[config.mk]
export PLATFORM = sky130hd
export DESIGN_NAME = tcpin_router
export DESIGN_NICKNAME = d
export VERILOG_FILES = /design/src/rtl/tcr_pkg.sv /design/src/rtl/tcr_alloc.sv /design/src/rtl/tcr_state.sv /design/src/rtl/tcr_mux.sv /design/src/rtl/tcpin_router.sv
export SDC_FILE = /design/constraint.sdc
export NUM_CORES = 1
export LEC_CHECK = 0
export BUFFER_PORTS_ARGS = -buffer_cell sky130_fd_sc_hd__buf_2
export CORE_UTILIZATION = 35
export CTS_BUF_LIST = sky130_fd_sc_hd__clkbuf_4
export DETAILED_ROUTE_END_ITERATION = 16
export HOLD_SLACK_MARGIN = 0.12
export PLACE_DENSITY = 0.57
export SLEW_MARGIN = 20
export SYNTH_ARGS = -nofsm -noshare
export SYNTH_HDL_FRONTEND = slang
export SYNTH_HIERARCHICAL = 1
export SYNTH_SLANG_ARGS = --single-unit
export TNS_END_PERCENT = 100
[constraint.sdc]
create_clock -name clk -period 9.5 [get_ports clk]
set_input_delay 2.375 -clock clk [delete_from_list [all_inputs] [get_ports clk]]
set_output_delay 2.375 -clock clk [all_outputs]
set_load 0.02 [all_outputs]
[src/rtl/tcr_pkg.sv]
package tcr_pkg;
  localparam int  OWN_W_DEF = 4;
  localparam logic DIR_IN   = 1'b0;
  localparam logic DIR_OUT  = 1'b1;
endpackage

[src/rtl/tcr_alloc.sv]
module tcr_alloc #(
  parameter int NUM_TMR = 6,
  parameter int NUM_CTR = 2,
  parameter int OWN_W   = tcr_pkg::OWN_W_DEF,
  localparam int NUM_FN = NUM_TMR + NUM_CTR,
  localparam int CNT_W  = $clog2(NUM_TMR + 1),
  localparam int POS_W  = $clog2(NUM_FN)
) (
  input  logic [CNT_W-1:0]        tmr_cnt,
  input  logic [NUM_CTR-1:0]      ctr_en,
  input  logic [NUM_TMR-1:0]      tmr_dir,
  output logic [NUM_FN*OWN_W-1:0] nxt_owner,
  output logic [NUM_FN-1:0]       nxt_fdir,
  output logic [NUM_FN-1:0]       nxt_fen,
  output logic [NUM_FN*POS_W-1:0] nxt_fpos
);
  localparam logic [OWN_W-1:0] FREE = {OWN_W{1'b1}};

  // Limit the requested timer count to the number of timers present.
  function automatic logic [CNT_W-1:0] clamp_cnt(input logic [CNT_W-1:0] c);
    return (int'(c) > NUM_TMR) ? CNT_W'(NUM_TMR) : c;
  endfunction

  // Thermometer mask: timers below the count are enabled.
  function automatic logic [NUM_TMR-1:0] tmr_mask(input logic [CNT_W-1:0] c);
    logic [NUM_TMR-1:0] m;
    for (int t = 0; t < NUM_TMR; t++) m[t] = (t < int'(c));
    return m;
  endfunction

  logic [NUM_FN-1:0] fdir_ext;
  assign fdir_ext = {{NUM_CTR{tcr_pkg::DIR_IN}}, tmr_dir};
  assign nxt_fen  = {ctr_en, tmr_mask(clamp_cnt(tmr_cnt))};

  // Each enabled function takes the next free line in priority order.
  always_comb begin
    int rank;
    rank      = 0;
    nxt_owner = {NUM_FN{FREE}};
    nxt_fdir  = '0;
    nxt_fpos  = '0;
    for (int f = 0; f < NUM_FN; f++) begin
      if (nxt_fen[f]) begin
        nxt_owner[rank*OWN_W +: OWN_W] = OWN_W'(f);
        nxt_fdir[rank]                 = fdir_ext[f];
        nxt_fpos[f*POS_W +: POS_W]     = POS_W'(rank);
        rank++;
      end
    end
  end
endmodule

[src/rtl/tcr_state.sv]
module tcr_state #(
  parameter int NUM_FN  = 8,
  parameter int OWN_W   = tcr_pkg::OWN_W_DEF,
  localparam int POS_W  = $clog2(NUM_FN)
) (
  input  logic                    clk,
  input  logic                    rst_n,
  input  logic                    cfg_update,
  input  logic [NUM_FN-1:0]       gpio_dir,
  input  logic [NUM_FN*OWN_W-1:0] nxt_owner,
  input  logic [NUM_FN-1:0]       nxt_fdir,
  input  logic [NUM_FN-1:0]       nxt_fen,
  input  logic [NUM_FN*POS_W-1:0] nxt_fpos,
  output logic [NUM_FN*OWN_W-1:0] owner_q,
  output logic [NUM_FN-1:0]       owned_q,
  output logic [NUM_FN-1:0]       fdir_q,
  output logic [NUM_FN-1:0]       fen_q,
  output logic [NUM_FN*POS_W-1:0] fpos_q,
  output logic [NUM_FN-1:0]       held_v,
  output logic [NUM_FN-1:0]       held_d,
  output logic                    reinit_q
);
  localparam logic [OWN_W-1:0] FREE = {OWN_W{1'b1}};

  logic [NUM_FN-1:0] gdir_q;
  logic [NUM_FN-1:0] gdir_chg;
  logic [NUM_FN-1:0] nxt_owned;
  logic [NUM_FN-1:0] hv_n, hd_n;

  assign gdir_chg = gpio_dir ^ gdir_q;

  for (genvar i = 0; i < NUM_FN; i++) begin : g_line
    assign owned_q[i]   = owner_q[i*OWN_W +: OWN_W]   != FREE;
    assign nxt_owned[i] = nxt_owner[i*OWN_W +: OWN_W] != FREE;
  end

  // Direction holding on freed lines: set when a strobe frees an allocated
  // line, dropped on reallocation or on a change of the GPIO direction bit.
  always_comb begin
    for (int i = 0; i < NUM_FN; i++) begin
      hv_n[i] = held_v[i] & ~gdir_chg[i];
      hd_n[i] = held_d[i];
      if (cfg_update) begin
        if (nxt_owned[i]) begin
          hv_n[i] = 1'b0;
        end else if (owned_q[i]) begin
          hv_n[i] = 1'b1;
          hd_n[i] = fdir_q[i];
        end
      end
    end
  end

  always_ff @(posedge clk) begin
    if (!rst_n) begin
      owner_q  <= {NUM_FN{FREE}};
      fdir_q   <= '0;
      fen_q    <= '0;
      fpos_q   <= '0;
      held_v   <= '0;
      held_d   <= '0;
      gdir_q   <= '0;
      reinit_q <= 1'b0;
    end else begin
      gdir_q   <= gpio_dir;
      reinit_q <= cfg_update;
      held_v   <= hv_n;
      held_d   <= hd_n;
      if (cfg_update) begin
        owner_q <= nxt_owner;
        fdir_q  <= nxt_fdir;
        fen_q   <= nxt_fen;
        fpos_q  <= nxt_fpos;
      end
    end
  end
endmodule

[src/rtl/tcr_mux.sv]
module tcr_mux #(
  parameter int NUM_FN  = 8,
  parameter int OWN_W   = tcr_pkg::OWN_W_DEF,
  localparam int POS_W  = $clog2(NUM_FN)
) (
  input  logic [NUM_FN*OWN_W-1:0] owner_q,
  input  logic [NUM_FN-1:0]       owned_q,
  input  logic [NUM_FN-1:0]       fdir_q,
  input  logic [NUM_FN-1:0]       fen_q,
  input  logic [NUM_FN*POS_W-1:0] fpos_q,
  input  logic [NUM_FN-1:0]       held_v,
  input  logic [NUM_FN-1:0]       held_d,
  input  logic [NUM_FN-1:0]       fn_out,
  input  logic [NUM_FN-1:0]       gpio_dir,
  input  logic [NUM_FN-1:0]       gpio_dout,
  input  logic [NUM_FN-1:0]       line_din,
  output logic [NUM_FN-1:0]       line_dout,
  output logic [NUM_FN-1:0]       line_dir,
  output logic [NUM_FN-1:0]       fn_din
);
  for (genvar i = 0; i < NUM_FN; i++) begin : g_out
    logic [OWN_W-1:0] code;
    assign code = owner_q[i*OWN_W +: OWN_W];
    always_comb begin
      if (owned_q[i]) begin
        line_dout[i] = fn_out[int'(code) % NUM_FN];
        line_dir[i]  = fdir_q[i];
      end else begin
        line_dout[i] = gpio_dout[i];
        line_dir[i]  = held_v[i] ? held_d[i] : gpio_dir[i];
      end
    end
  end

  for (genvar f = 0; f < NUM_FN; f++) begin : g_in
    logic [POS_W-1:0] pos;
    assign pos       = fpos_q[f*POS_W +: POS_W];
    assign fn_din[f] = fen_q[f] & line_din[pos];
  end
endmodule

[src/rtl/tcpin_router.sv]
module tcpin_router #(
  parameter int NUM_TMR = 6,
  parameter int NUM_CTR = 2,
  parameter int OWN_W   = tcr_pkg::OWN_W_DEF
) (
  input  logic                                    clk,
  input  logic                                    rst_n,
  input  logic                                    cfg_update,
  input  logic [$clog2(NUM_TMR+1)-1:0]            cfg_tmr_cnt,
  input  logic [NUM_CTR-1:0]                      cfg_ctr_en,
  input  logic [NUM_TMR-1:0]                      cfg_tmr_dir,
  input  logic [NUM_TMR+NUM_CTR-1:0]              fn_out,
  output logic [NUM_TMR+NUM_CTR-1:0]              fn_din,
  input  logic [NUM_TMR+NUM_CTR-1:0]              gpio_dir,
  input  logic [NUM_TMR+NUM_CTR-1:0]              gpio_dout,
  input  logic [NUM_TMR+NUM_CTR-1:0]              line_din,
  output logic [NUM_TMR+NUM_CTR-1:0]              line_dout,
  output logic [NUM_TMR+NUM_CTR-1:0]              line_dir,
  output logic [(NUM_TMR+NUM_CTR)*OWN_W-1:0]      line_owner,
  output logic                                    cfg_reinit
);
  localparam int NUM_FN = NUM_TMR + NUM_CTR;
  localparam int POS_W  = $clog2(NUM_FN);

  logic [NUM_FN*OWN_W-1:0] nxt_owner;
  logic [NUM_FN-1:0]       nxt_fdir, nxt_fen;
  logic [NUM_FN*POS_W-1:0] nxt_fpos;
  logic [NUM_FN-1:0]       owned_w, fdir_w, fn_en_w, held_v_w, held_d_w;
  logic [NUM_FN*POS_W-1:0] fpos_w;

  tcr_alloc #(.NUM_TMR(NUM_TMR), .NUM_CTR(NUM_CTR), .OWN_W(OWN_W)) u_alloc (
    .tmr_cnt(cfg_tmr_cnt), .ctr_en(cfg_ctr_en), .tmr_dir(cfg_tmr_dir),
    .nxt_owner(nxt_owner), .nxt_fdir(nxt_fdir), .nxt_fen(nxt_fen),
    .nxt_fpos(nxt_fpos)
  );

  tcr_state #(.NUM_FN(NUM_FN), .OWN_W(OWN_W)) u_state (
    .clk(clk), .rst_n(rst_n), .cfg_update(cfg_update), .gpio_dir(gpio_dir),
    .nxt_owner(nxt_owner), .nxt_fdir(nxt_fdir), .nxt_fen(nxt_fen),
    .nxt_fpos(nxt_fpos), .owner_q(line_owner), .owned_q(owned_w),
    .fdir_q(fdir_w), .fen_q(fn_en_w), .fpos_q(fpos_w), .held_v(held_v_w),
    .held_d(held_d_w), .reinit_q(cfg_reinit)
  );

  tcr_mux #(.NUM_FN(NUM_FN), .OWN_W(OWN_W)) u_mux (
    .owner_q(line_owner), .owned_q(owned_w), .fdir_q(fdir_w),
    .fen_q(fn_en_w), .fpos_q(fpos_w), .held_v(held_v_w), .held_d(held_d_w),
    .fn_out(fn_out), .gpio_dir(gpio_dir), .gpio_dout(gpio_dout),
    .line_din(line_din), .line_dout(line_dout), .line_dir(line_dir),
    .fn_din(fn_din)
  );
endmodule

# [After elaboration in Yosys (flattened, before gate mapping)]
# Index checks and enable logic that the tools add are counted.
# Widths: inputs -> output; s select.
[word_totals] ff_bits=94 word_cells=281 out_inout_bits=57
[op_classes] bitwise_logic=37 shift=14 n_mux=135 n_lt_le_gt_ge=36 n_reduce_logical=15 n_addsub=13 eq_ne=16
[op_table] operator="$mux 32" n=13
[op_table] operator="$shift 4x33->32 const A" n=7
[op_table] operator="$shiftx 4x33->32 const A" n=7
[op_table] operator="$bwmux 32" n=7
[op_table] operator="$neg 32->33" n=6
[op_table] operator="$ge 32x1->1 const B" n=6
[op_table] operator="$lt 32x5->1 const B" n=6
[op_table] operator="$add 32x2->32 const B" n=5
[op_table] operator="$mux 1" n=73
[op_table] operator="$ne 4x4->1 const B" n=16
[op_table] operator="$lt 3x4->1 const B" n=15
[op_table] operator="$mux 8" n=7
[op_table] operator="$bmux 1 s3" n=15
[op_table] operator="$bwmux 8" n=5
[op_table] operator="$neg 3->33" n=1
[op_table] operator="$reduce_and 3->1" n=8
[op_table] operator="$demux 1 s3" n=7
[op_table] operator="$mux 3" n=7
[op_table] operator="$and 1x1->1" n=16
[op_table] operator="$and 8x8->8" n=2
[op_table] operator="$not 1->1" n=16
[op_table] operator="$not 8->8" n=2
[op_table] operator="$xor 8x8->8" n=1
[op_table] operator="$logic_and 1x1->1" n=7
[op_table] operator="8 further kinds" n=11

# [Logic depth before layout (Yosys ltp)]
# Gate-level depths: netlist of the first run.
[logic_depth] depth_word=23 mapped_depth=29 mapped_depth_nobuf=25

# [Hierarchy]
# Netlist of the first run, hierarchy kept.
[by_module_without_submodules] module="tcr_state" cells_each=361 area_per_inst_um2=3742.3 n_inst=1
[by_module_without_submodules] module="tcr_alloc" cells_each=237 area_per_inst_um2=1546.5 n_inst=1
[by_module_without_submodules] module="tcr_mux" cells_each=124 area_per_inst_um2=1361.3 n_inst=1

# [Least setup slack after synthesis of the first run]
# OpenSTA, ideal clock, no wires.
[synth_timing] path_type="input port to flip-flop" from="input cfg_tmr_cnt[2]" to="register u_state.held_d[3]" path_slack_ns=1.736 path_buffers=4 path_stages=28 t_arrival_ns=7.692 cell_sequence="buf_4 -> clkbuf_1 -> clkbuf_1 -> a21o_1 -> ha_1 -> inv_1 -> ha_1 -> inv_1 -> ha_1 -> buf_2 -> inv_1 -> xnor2_1 -> ha_1 -> nand2_1 -> o21ai_0 -> inv_1 -> ha_1 -> nor2b_1 -> a21oi_1 -> nor2_1 -> ha_1 -> nand2b_1 -> mux2i_2 -> nand3_4 -> o31ai_1 -> nand4_1 -> nor3b_1 -> mux2i_1"
[synth_between] word_cells_on_any_way=59
[synth_rtl] element="from (decl)" line="tcpin_router.sv:9" text="input logic [$clog2(NUM_TMR+1)-1:0] cfg_tmr_cnt,"
[synth_rtl] element="$gt 3x3->1" line="tcr_alloc.sv:21" text="return (int'(c) > NUM_TMR) ? CNT_W'(NUM_TMR) : c;"
[synth_rtl] element="$mux 3 (*)" line="tcr_alloc.sv:21"
[synth_rtl] element="$lt 2x3->1 (*)" line="tcr_alloc.sv:27" text="for (int t = 0; t < NUM_TMR; t++) m[t] = (t < int'(c));"
[synth_rtl] element="named net nxt_fen[2]" line="tcpin_router.sv:26" text="logic [NUM_FN-1:0] nxt_fdir, nxt_fen;"
[synth_rtl] element="$mux 32" line="tcr_alloc.sv:43" text="if (nxt_fen[f]) begin"
[synth_rtl] element="$add 32x2->32 or $neg 32->33 (tied branches)" line="tcr_alloc.sv:47, tcr_alloc.sv:44"
[synth_rtl] element="$mux 32, or another cell as far along" line="tcr_alloc.sv:43"
[synth_rtl] element="$add 32x2->32, or another cell as far along" line="tcr_alloc.sv:47" text="rank++;"
[synth_rtl] element="[5 not listed]"
[synth_rtl] element="$neg 32->33 or $bwmux 32 (tied branches)" line="tcr_alloc.sv:44" text="nxt_owner[rank*OWN_W +: OWN_W] = OWN_W'(f);"
[synth_rtl] element="$shiftx 4x33->32, or another cell as far along" line="tcr_alloc.sv:44"
[synth_rtl] element="$bwmux 32" line="tcr_alloc.sv:44"
[synth_rtl] element="$mux 32 (*)" line="tcr_alloc.sv:43"
[synth_rtl] element="named net nxt_owner[14]" line="tcpin_router.sv:25" text="logic [NUM_FN*OWN_W-1:0] nxt_owner;"
[synth_rtl] element="$ne 4x4->1 (*)" line="tcr_state.sv:34" text="assign nxt_owned[i] = nxt_owner[i*OWN_W +: OWN_W] != FREE;"
[synth_rtl] element="$not 1->1 (no line) (*)"
[synth_rtl] element="$reduce_and 3->1 (no line) (*)"
[synth_rtl] element="to (signal assigned)" line="tcr_state.sv:68" text="held_d <= hd_n;"
[synth_rtl] element="to (decl)" line="tcr_state.sv:20" text="output logic [NUM_FN-1:0] held_d,"
# The timed path passes the listed nets; every way through them passes the cells marked *.
# A chain may end at the register's enable or synchronous reset.

# [Worst setup path in the final report of the first run]
[layout_timing] from="input cfg_tmr_cnt[1]" to="register u_state.held_d[2]"
[layout_between] elab_chain_cells=23 word_cells_on_any_way=59
[layout_lines] element="$gt 3x3->1" line="tcr_alloc.sv:21"
[layout_lines] element="$mux 3 (*)" line="tcr_alloc.sv:21"
[layout_lines] element="$lt 1x3->1" line="tcr_alloc.sv:27"
[layout_lines] element="$mux 1" line="tcr_alloc.sv:43"
[layout_lines] element="$add 1x1->2 or $neg 3->33 (tied branches)" line="tcr_alloc.sv:47, tcr_alloc.sv:44"
[layout_lines] element="$mux 32, or another cell as far along" line="tcr_alloc.sv:43"
[layout_lines] element="$add 32x2->32, or another cell as far along" line="tcr_alloc.sv:47"
[layout_lines] element="$mux 32, or another cell as far along" line="tcr_alloc.sv:43"
[layout_lines] element="[8 not listed]"
[layout_lines] element="$neg 32->33 or $bwmux 32 (tied branches)" line="tcr_alloc.sv:44"
[layout_lines] element="$shiftx 4x33->32, or another cell as far along" line="tcr_alloc.sv:44"
[layout_lines] element="$bwmux 32" line="tcr_alloc.sv:44"
[layout_lines] element="$mux 32 (*)" line="tcr_alloc.sv:43"
[layout_lines] element="named net nxt_owner[8]" line="tcpin_router.sv:25"
[layout_lines] element="$ne 4x4->1 (*)" line="tcr_state.sv:34"
[layout_lines] element="$not 1->1 (no line) (*)"
[layout_lines] element="$reduce_and 3->1 (no line) (*)"
# Marked as above.

==> run metrics, run 1 <==
outcome completed; core area 0.0186 sq mm; wire length of the first global-routing pass 27600 um; Post-DRT Antenna Nets 0; post-synth cell types 64; largest net degree at the start of global routing 73; GR Util All Layers 18.2%; mux contribution to synthesized area 29.1%; number of flops mapped to enable cells by yosys 0; largest family of logic cells by synthesized area multiplexers; number of max-cap violations 0; commonest non-fill, non-tap cell in the layout mux2i_1; Slowest cell on crit path ha_1; total power draw 1.00 mW; unrepaired setup endpoints after global routing no; Synth Area in Adders 3.01%; H-tree Lvls 3; P_sw about 370 uW; top_reg_cell synth dfxtp_1; Final Hold Violating Endpoints 0; FF+latch count, synth 97; async set-or-reset flop fraction in the synthesized netlist 0%; CTS Root Cell clkbuf_4; Synth top area share 29.2%; via-per-instance ratio 5.23; Multi-input gate area 0.00413 sq mm; crit path kind primary input to register; Worst-path clk slew 0.16 ns; routability cong. 0.895; Fillers 1953; post-CTS sizing 0; Hold Path Class register to register; DR DRC count 0; area of the mapped netlist 0.00665 sq mm; Power Dens Cells 140 mW/mm^2; WL final 17600 um; endpoints failing setup 0; Port Buffer Count roughly 100; Slew Limit Headroom 33.5%; clk buf depth 2; Worst Path Required between 9 and 10 ns; Buf/Inv on CP 5; Synth Area in XOR/XNOR under 10%; global route total overflow 0; fmax 125 MHz; switching share of total power 36.5%; io pins 103; worst-path fanout max 19; total number of yosys warnings 6; Synth Area in Compound Gates 8.32%; Die ar. a little under 0.02 sq mm; post-synthesis simple-gate area fraction between 10% and 20%; sequential power share 44.9%; DR iter-0 viols 447; Most Frequent Cell on Critical Path ha_1; setup TNS 0 ns; largest area contributor in the netlist dfxtp_1; setup bufs post-CTS 0; crit path time final 8.02 ns; Slew Limit Fails 0; Die W 140 um; Worst Max-Slew Pin Slew 0.998 ns; fin nets 849; number of CTS-inserted buffers 9; post-DR wirelength/cell 17.1 um; most frequent cells in the layout 136 x mux2i_1, 101 x buf_2, 97 x dfxtp_1; Sink Count 97; clock share of power between 20% and 30%; crit path DAT roughly 8.4 ns; Comb pwr share 31.3%; growth of design area from synthesis to finish 8.05%; hold_buf cts 0; Synth area leaders dfxtp_1 29%, mux2i_1 20%, mux4_2 8.1%; Post-Syn Instances roughly 720; share of cells above drive strength 1 approximately a fifth; CP max stage delay 0.54 ns; initial antenna violation count 1; Setup Skew 0.0140 ns; Top Family by Delay on Critical Path adder cells; post-DP HPWL roughly 13000 um; Final Cycle Share 84.4%; Via Count 5375; CTS tree yes; Pleak 3.25 nW; DRT Pass-1 Iters 5; Die Ht 140 um; CP Launch Type primary input; FP Rows 50; clk_lat worst skew 0.49 ns; worst vdd ir approximately 0.050 mV; syn_area_per_cell between 9 and 10 sq um; FF+latch area 0.00194 sq mm; Crit. End Element register; vias in the first global route 5023; Starting Density 35.7%; Int Pwr between 600 and 700 uW; sequential fraction of the synthesis area 29.2%
-- synthesized netlist by cell type, drive strengths merged, types with 16 or more instances --
cell    number
clkbuf      22
nor2        58
o21ai       19
mux2i      137
mux4        24
nand4       20
nand3       20
dfxtp       97
buf         52
nand2       84
inv         31
ha          16
-- cells by family (layout without fill, tap and decap cells) --
family | count (synthesis) | after routing
other | 2 | 24
buffers and inverters | 107 | 156
flip-flops | 97 | 97
AO/OA/AOI/OAI | 77 | 77
XOR/XNOR | 17 | 17
adder cells (fa/ha/maj) | 16 | 16
multiplexers | 163 | 163
AND/OR/NAND/NOR | 243 | 243
-- worst reg2reg max path, delay by kind of cell (launching register included) --
| family | cells | cell delay (ns) |
|---|---|---|
| flip-flops | 1 | 0.55 |
| multiplexers | 1 | 0.19 |
| AND/OR/NAND/NOR | 2 | 0.72 |
-- worst paths after layout --
kind	from	to	slack, ns	cells past startpoint
setup / recovery	cfg_tmr_cnt[1]	u_state/held_d[2]	1.48	26
hold / removal	u_state/held_d[0]	u_state/held_d[0]	0.47	2
setup reg to reg	u_state/owner_q[28]	u_state/held_d[7]	8.00	3
hold reg to reg	u_state/held_d[0]	u_state/held_d[0]	0.47	2
-- stage by stage --
| step | hold slack (ns) | utilization (%) | cells | instance area (sq um) | worst slack (ns) |
|---|---|---|---|---|---|
| floorplan | 0.434 | - | 743 | 6730 | 1.74 |
| global placement | 0.448 | 37.7 | 1010 | 7030 | 1.23 |
| detailed placement | 0.449 | 37.7 | 1010 | 7030 | 1.11 |
| CTS | 0.473 | 38.5 | 1026 | 7180 | 1.62 |
| global route | 0.491 | 38.5 | 1027 | 7190 | 0.973 |
| finish | 0.470 | 38.5 | 1027 | 7190 | 1.48 |
-- routing by layer --
| layer | up-vias | global-route usage (%) | wire [um] |
|---|---|---|---|
| met5 | - | 0 | 0 |
| met4 | 0 | 5.61 | 238 |
| met3 | 18 | 3.68 | 1000 |
| met2 | 157 | 28.6 | 8110 |
| met1 | 2563 | 25.0 | 8240 |
| li1 | 2637 | - | - |
-- flip-flops by register name, summed over array words and instances, names as in the netlist --
signal and count:
u_state/fdir_q 8, u_state/gdir_q 8, u_state/fpos_q 24, u_state/held_v 8, u_state/fen_q 8, u_state/held_d 8, u_state/reinit_q 1, u_state/owner_q 32
-- power groups by stage --
stage          logic [mW]  clock network [mW]  registers, mW
2_1_floorplan       0.232                   0          0.461
3_3_place_gp        0.311                   0          0.459
3_5_place_dp        0.310                   0          0.459
4_1_cts             0.311               0.249          0.450
5_1_grt             0.343               0.264          0.453
6_report            0.314               0.239          0.450
-- area by class of cell --
type | instances | share of cell area (%)
antenna | 1 | 0.0348
clock buffer | 10 | 1.04
clock inverter | 6 | 1.03
inverter | 33 | 1.72
multi-input combinational | 539 | 57.4
sequential | 97 | 27.0
tap | 234 | 4.07
timing repair buffer | 107 | 7.66
Note: power is estimated with default switching activity, not from simulation.
==> run 2, diff against run 1 <==
- PLACE_DENSITY: 0.57 -> 0.59
- clock period: 9.5 -> 7.14 ns (I/O delays scaled with it)
==> run 2 against run 1 <==
Net effect: first-iteration DRC count decreased by 8.5%; critical endpoint unchanged; largest cell class unchanged; clock skew rose by 0.012 ns; power grew 35%; sequential share of layout area decreased by 0.24 points; design area grew 0.91%; sequential power grew 33%; via count grew 0.76%; global-route usage increased by 0.19 points; hold slack better by 0.0042 ns; clock power rose by 35%; setup slack lost 0.86 ns.
==> run metrics, run 2 (synthesis results as in run 1) <==
Worst-path clk slew 0.18 ns; crit path kind primary input to register; unrepaired setup endpoints after global routing no; WL final 17900 um; fmax 153 MHz; Largest Register u_state/owner_q; hold_buf cts 0; number of CTS-inserted buffers 9; crit path DAT 6.96 ns; worst vdd ir 0.0745 mV; top flop regs u_state/owner_q x32, u_state/fpos_q x24; Finished Core Util 38.9%; post-place setup slack 0.248 ns; Worst Path Required 7.58 ns; CP max stage delay 0.37 ns; most frequent cells in the layout 136 x mux2i_1, 101 x buf_2, 97 x dfxtp_1; number of flip-flops in the largest register 32; crit path time final about 6.5 ns; clk_lat worst skew 0.50 ns; Worst Max-Slew Pin Slew 0.753 ns; endpoints failing setup 0; H-tree Lvls 3; post-DP HPWL approximately 14000 um; growth of design area from synthesis to finish 9.03%; FP Rows 50; Hold Path Class register to register; DR iter-0 viols 409; global route total overflow 0; Placed Area 0.00710 sq mm; CTS tree yes; routability cong. 0.880; commonest non-fill, non-tap cell in the layout mux2i_1; outcome completed; GR Util All Layers 18.4%; Most Frequent Cell on Critical Path ha_1; Die W 140 um; vias in the first global route 5011; fin nets between 800 and 900; Finished Cell Area ~0.0073 sq mm; via-per-instance ratio roughly 5.2; reg-to-reg slack, setup 5.60 ns; Port Buffer Count 102; core area 0.0186 sq mm; setup TNS 0 ns; setup bufs post-CTS 0; DRT Pass-1 Iters 5; clk buf depth 2; Final Cycle Share between 90% and 100%; Post-DRT Antenna Nets 0; Die ar. between 0.015 and 0.02 sq mm; CP Launch Type primary input; Final Hold Violating Endpoints 0; placed insts 1018; Slowest cell on crit path nor3b_1; Via Count between 5k and 6k; Crit. End Element register; post-DR wirelength/cell 17.3 um; Pleak 3.30 nW; non-filler cells, final 1035; Power Dens Cells 187 mW/mm^2; io pins 103; largest net degree at the start of global routing 73; Starting Density 35.7%; number of max-cap violations 0; Setup Skew 0.0260 ns; Sink Count 97; total power draw ~1.4 mW; CTS Root Cell clkbuf_4; Die Ht 140 um; setup ws final 0.618 ns; DR DRC count 0; wire length of the first global-routing pass 28000 um; post-CTS sizing 0; worst-path fanout max 8; Slew Limit Fails 0; initial antenna violation count 1; share of cells above drive strength 1 about 22%; Slew Limit Headroom 49.8%; worst hold slack 0.474 ns
## run 2: final timing paths
| path | startpoint | cells past startpoint | end |
|---|---|---|---|
| worst max-delay path | cfg_tmr_cnt[0] | 25 | u_state/held_d[2] |
| worst min register to register | u_state/held_d[0] | 2 | u_state/held_d[0] |
| worst min-delay path | u_state/held_d[0] | 2 | u_state/held_d[0] |
| worst max register to register | u_state/owner_q[28] | 3 | u_state/held_d[7] |
## run 2: area by class of cell
| type | instances | area, sq um |
|---|---|---|
| Antenna cell | 1 | 2.50 |
| Clock buffer | 9 | 67.6 |
| Clock inverter | 7 | 82.6 |
| Fill cell | 1914 | 11400 |
| Inverter | 33 | 124 |
| Multi-Input combinational cell | 539 | 4130 |
| Sequential cell | 97 | 1940 |
| Tap cell | 234 | 293 |
| Timing Repair Buffer | 115 | 611 |
## run 2: power breakdown
part / leakage (nW) / internal, mW / switching, mW
combinational: 2.42 / 0.169 / 0.263
clock: 0.0824 / 0.114 / 0.209
sequential: 0.797 / 0.569 / 0.0305
## run 2: routing by layer
layer  share of wire, %  track usage, %
met3                5.2            2.41
met2                 45            28.7
met4                1.5            6.88
met1                 48            25.8
met5                  0               0
## run 2: critical path, delay by kind of cell
kind	cells	cell delay, ns
AO/OA/AOI/OAI	4	0.89
AND/OR/NAND/NOR	7	1.22
multiplexers	2	0.59
adder cells (fa/ha/maj)	6	1.85
XOR/XNOR	1	0.14
buffers and inverters	5	0.48
==> run 3, diff against run 2 <==
==> constraint.sdc (replaced) <==
create_clock -name clk -period 7.14 [get_ports clk]
set_input_delay 1.428 -clock clk [delete_from_list [all_inputs] [get_ports clk]]
set_output_delay 1.428 -clock clk [all_outputs]
set_load 0.02 [all_outputs]
==> run 3 against run 2 <==
Net effect: wire length increased by 0.16%; die area unchanged; global-route usage increased by 0.27 points; sequential share of layout area about the same.
==> run metrics, run 3 (synthesis results as in run 1) <==
Setup crit start cfg_tmr_cnt[2]; share of cells above drive strength 1 21.2%; via-per-instance ratio 5.19; growth of design area from synthesis to finish 8.90%; FF-to-FF End u_state/held_d[1]; Die ar. around 0.020 sq mm; DR DRC count 0; setup TNS 0 ns; unrepaired setup endpoints after global routing no; CTS tree yes; placed insts 1015; non-filler cells, final 1032; Pleak 3.29 nW; outcome completed; Final Hold Violating Endpoints 0; worst vdd ir 0.0784 mV; WL final 17900 um; Fillers 1885; largest net degree at the start of global routing 73; fmax 154 MHz; commonest non-fill, non-tap cell in the layout mux2i_1; Slowest cell on crit path nor3b_1; hold_buf cts 0; CP Launch Type primary input; number of flip-flops in the largest register 32; Reg2Reg Launch Point u_state/owner_q[4]; CTS Root Cell clkbuf_4; Post-DRT Antenna Nets 0; GR Util All Layers 18.7%; Crit. End Element register; Setup Skew about 0.019 ns; Die W 140 um; Port Buffer Count 102; H-tree Lvls 3; Multi-input gate area 0.00413 sq mm; Via Count 5353; R2R cell count 3; CP max stage delay 0.41 ns; FF+latch area about 0.0019 sq mm; DR iter-0 viols 429; routability cong. between 0.9 and 1; setup bufs post-CTS 0; Highest Signal Layer met4; Buf/Inv on CP 5; FP Rows 50; Sink Count 97; Met3 Wirelength 818 um; DRT Pass-1 Iters 5; Hold Path Class register to register; Largest Register u_state/owner_q; Die Ht 140 um; CP Depth 26; Most Frequent Cell on Critical Path ha_1; wire length of the first global-routing pass 28200 um; WL met2 around 8000 um; fin nets 854; global route total overflow 0; Worst Path Required around 7.6 ns; Slew Limit Fails 0; worst hold slack 0.470 ns; Worst Max-Slew Pin Slew 0.925 ns; Slew Limit Headroom between 30% and 40%; Placed Area around 0.007 sq mm; post-CTS sizing 0; Final Cycle Share 90.7%; core area 0.0186 sq mm; Power Dens Cells about 190 mW/mm^2; top flop regs u_state/owner_q x32, u_state/fpos_q x24; clk buf depth 2; capture point of the worst path u_state/held_d[2]; most frequent cells in the layout 136 x mux2i_1, 101 x buf_2, 97 x dfxtp_1; post-DR wirelength/cell 17.4 um; clk_lat worst skew 0.48 ns; number of max-cap violations 0; Top Family by Delay on Critical Path adder cells; vias in the first global route 4977; post-DP HPWL 13500 um; total power draw 1.37 mW; Finished Cell Area 0.00724 sq mm; Starting Density 35.7%; WL met1 8600 um; number of CTS-inserted buffers 9; initial antenna violation count 1; worst-path fanout max 12; Worst-path clk slew about 0.16 ns; reg-to-reg slack, setup approximately 5.7 ns; endpoints failing setup 0; crit path kind primary input to register; crit path DAT about 6.9 ns; crit path time final 6.48 ns; io pins 103
[run 3: metal layers]
layer / vias to the layer above / GRT usage (%)
met4: 0 / 5.49
met3: 26 / 3.51
met2: 136 / 29.0
met1: 2547 / 26.2
met5: - / 0
li1: 2644 / -
[run 3: metrics by stage]
stage                     setup slack, ns  util [%]
after global routing                0.264      38.8
after detailed placement            0.258      37.9
final                               0.664      38.8
after CTS                           0.778      38.8
after floorplan                     0.323         -
after global placement              0.434      37.9
[run 3: worst min path at each step]
stage | startpoint | slack [ns] | endpoint | cells after the start
finish | u_state/held_d[0] | 0.47 | u_state/held_d[0] | 2
floorplan | u_state/held_d[0] | 0.43 | u_state/held_d[0] | 2
global route | u_state/held_d[4] | 0.49 | u_state/held_d[4] | 2
global placement | u_state/held_d[0] | 0.45 | u_state/held_d[0] | 2
detailed placement | u_state/held_d[0] | 0.45 | u_state/held_d[0] | 2
CTS | u_state/held_d[0] | 0.47 | u_state/held_d[0] | 2
[run 3: power by group]
| group | total (mW) | internal (mW) | leakage, nW | switching (mW) |
|---|---|---|---|---|
| clock network | 0.348 | 0.153 | 0.0881 | 0.195 |
| registers | 0.599 | 0.569 | 0.797 | 0.0303 |
| logic | 0.428 | 0.167 | 2.41 | 0.261 |
[run 3: worst min-delay path, cell delays in order, from the launching register on]
cell	delay, ns
dfxtp_1	0.34
nand2_1	0.05
mux2i_1	0.05
[run 3: cell type report]
cell class / instances / share of cell area [%]
Antenna cell: 1 / 0.0346
Clock buffer: 11 / 1.14
Clock inverter: 5 / 1.17
Inverter: 33 / 1.71
Multi-Input combinational cell: 539 / 57.0
Sequential cell: 97 / 26.8
Tap cell: 234 / 4.04
Timing Repair Buffer: 112 / 8.12
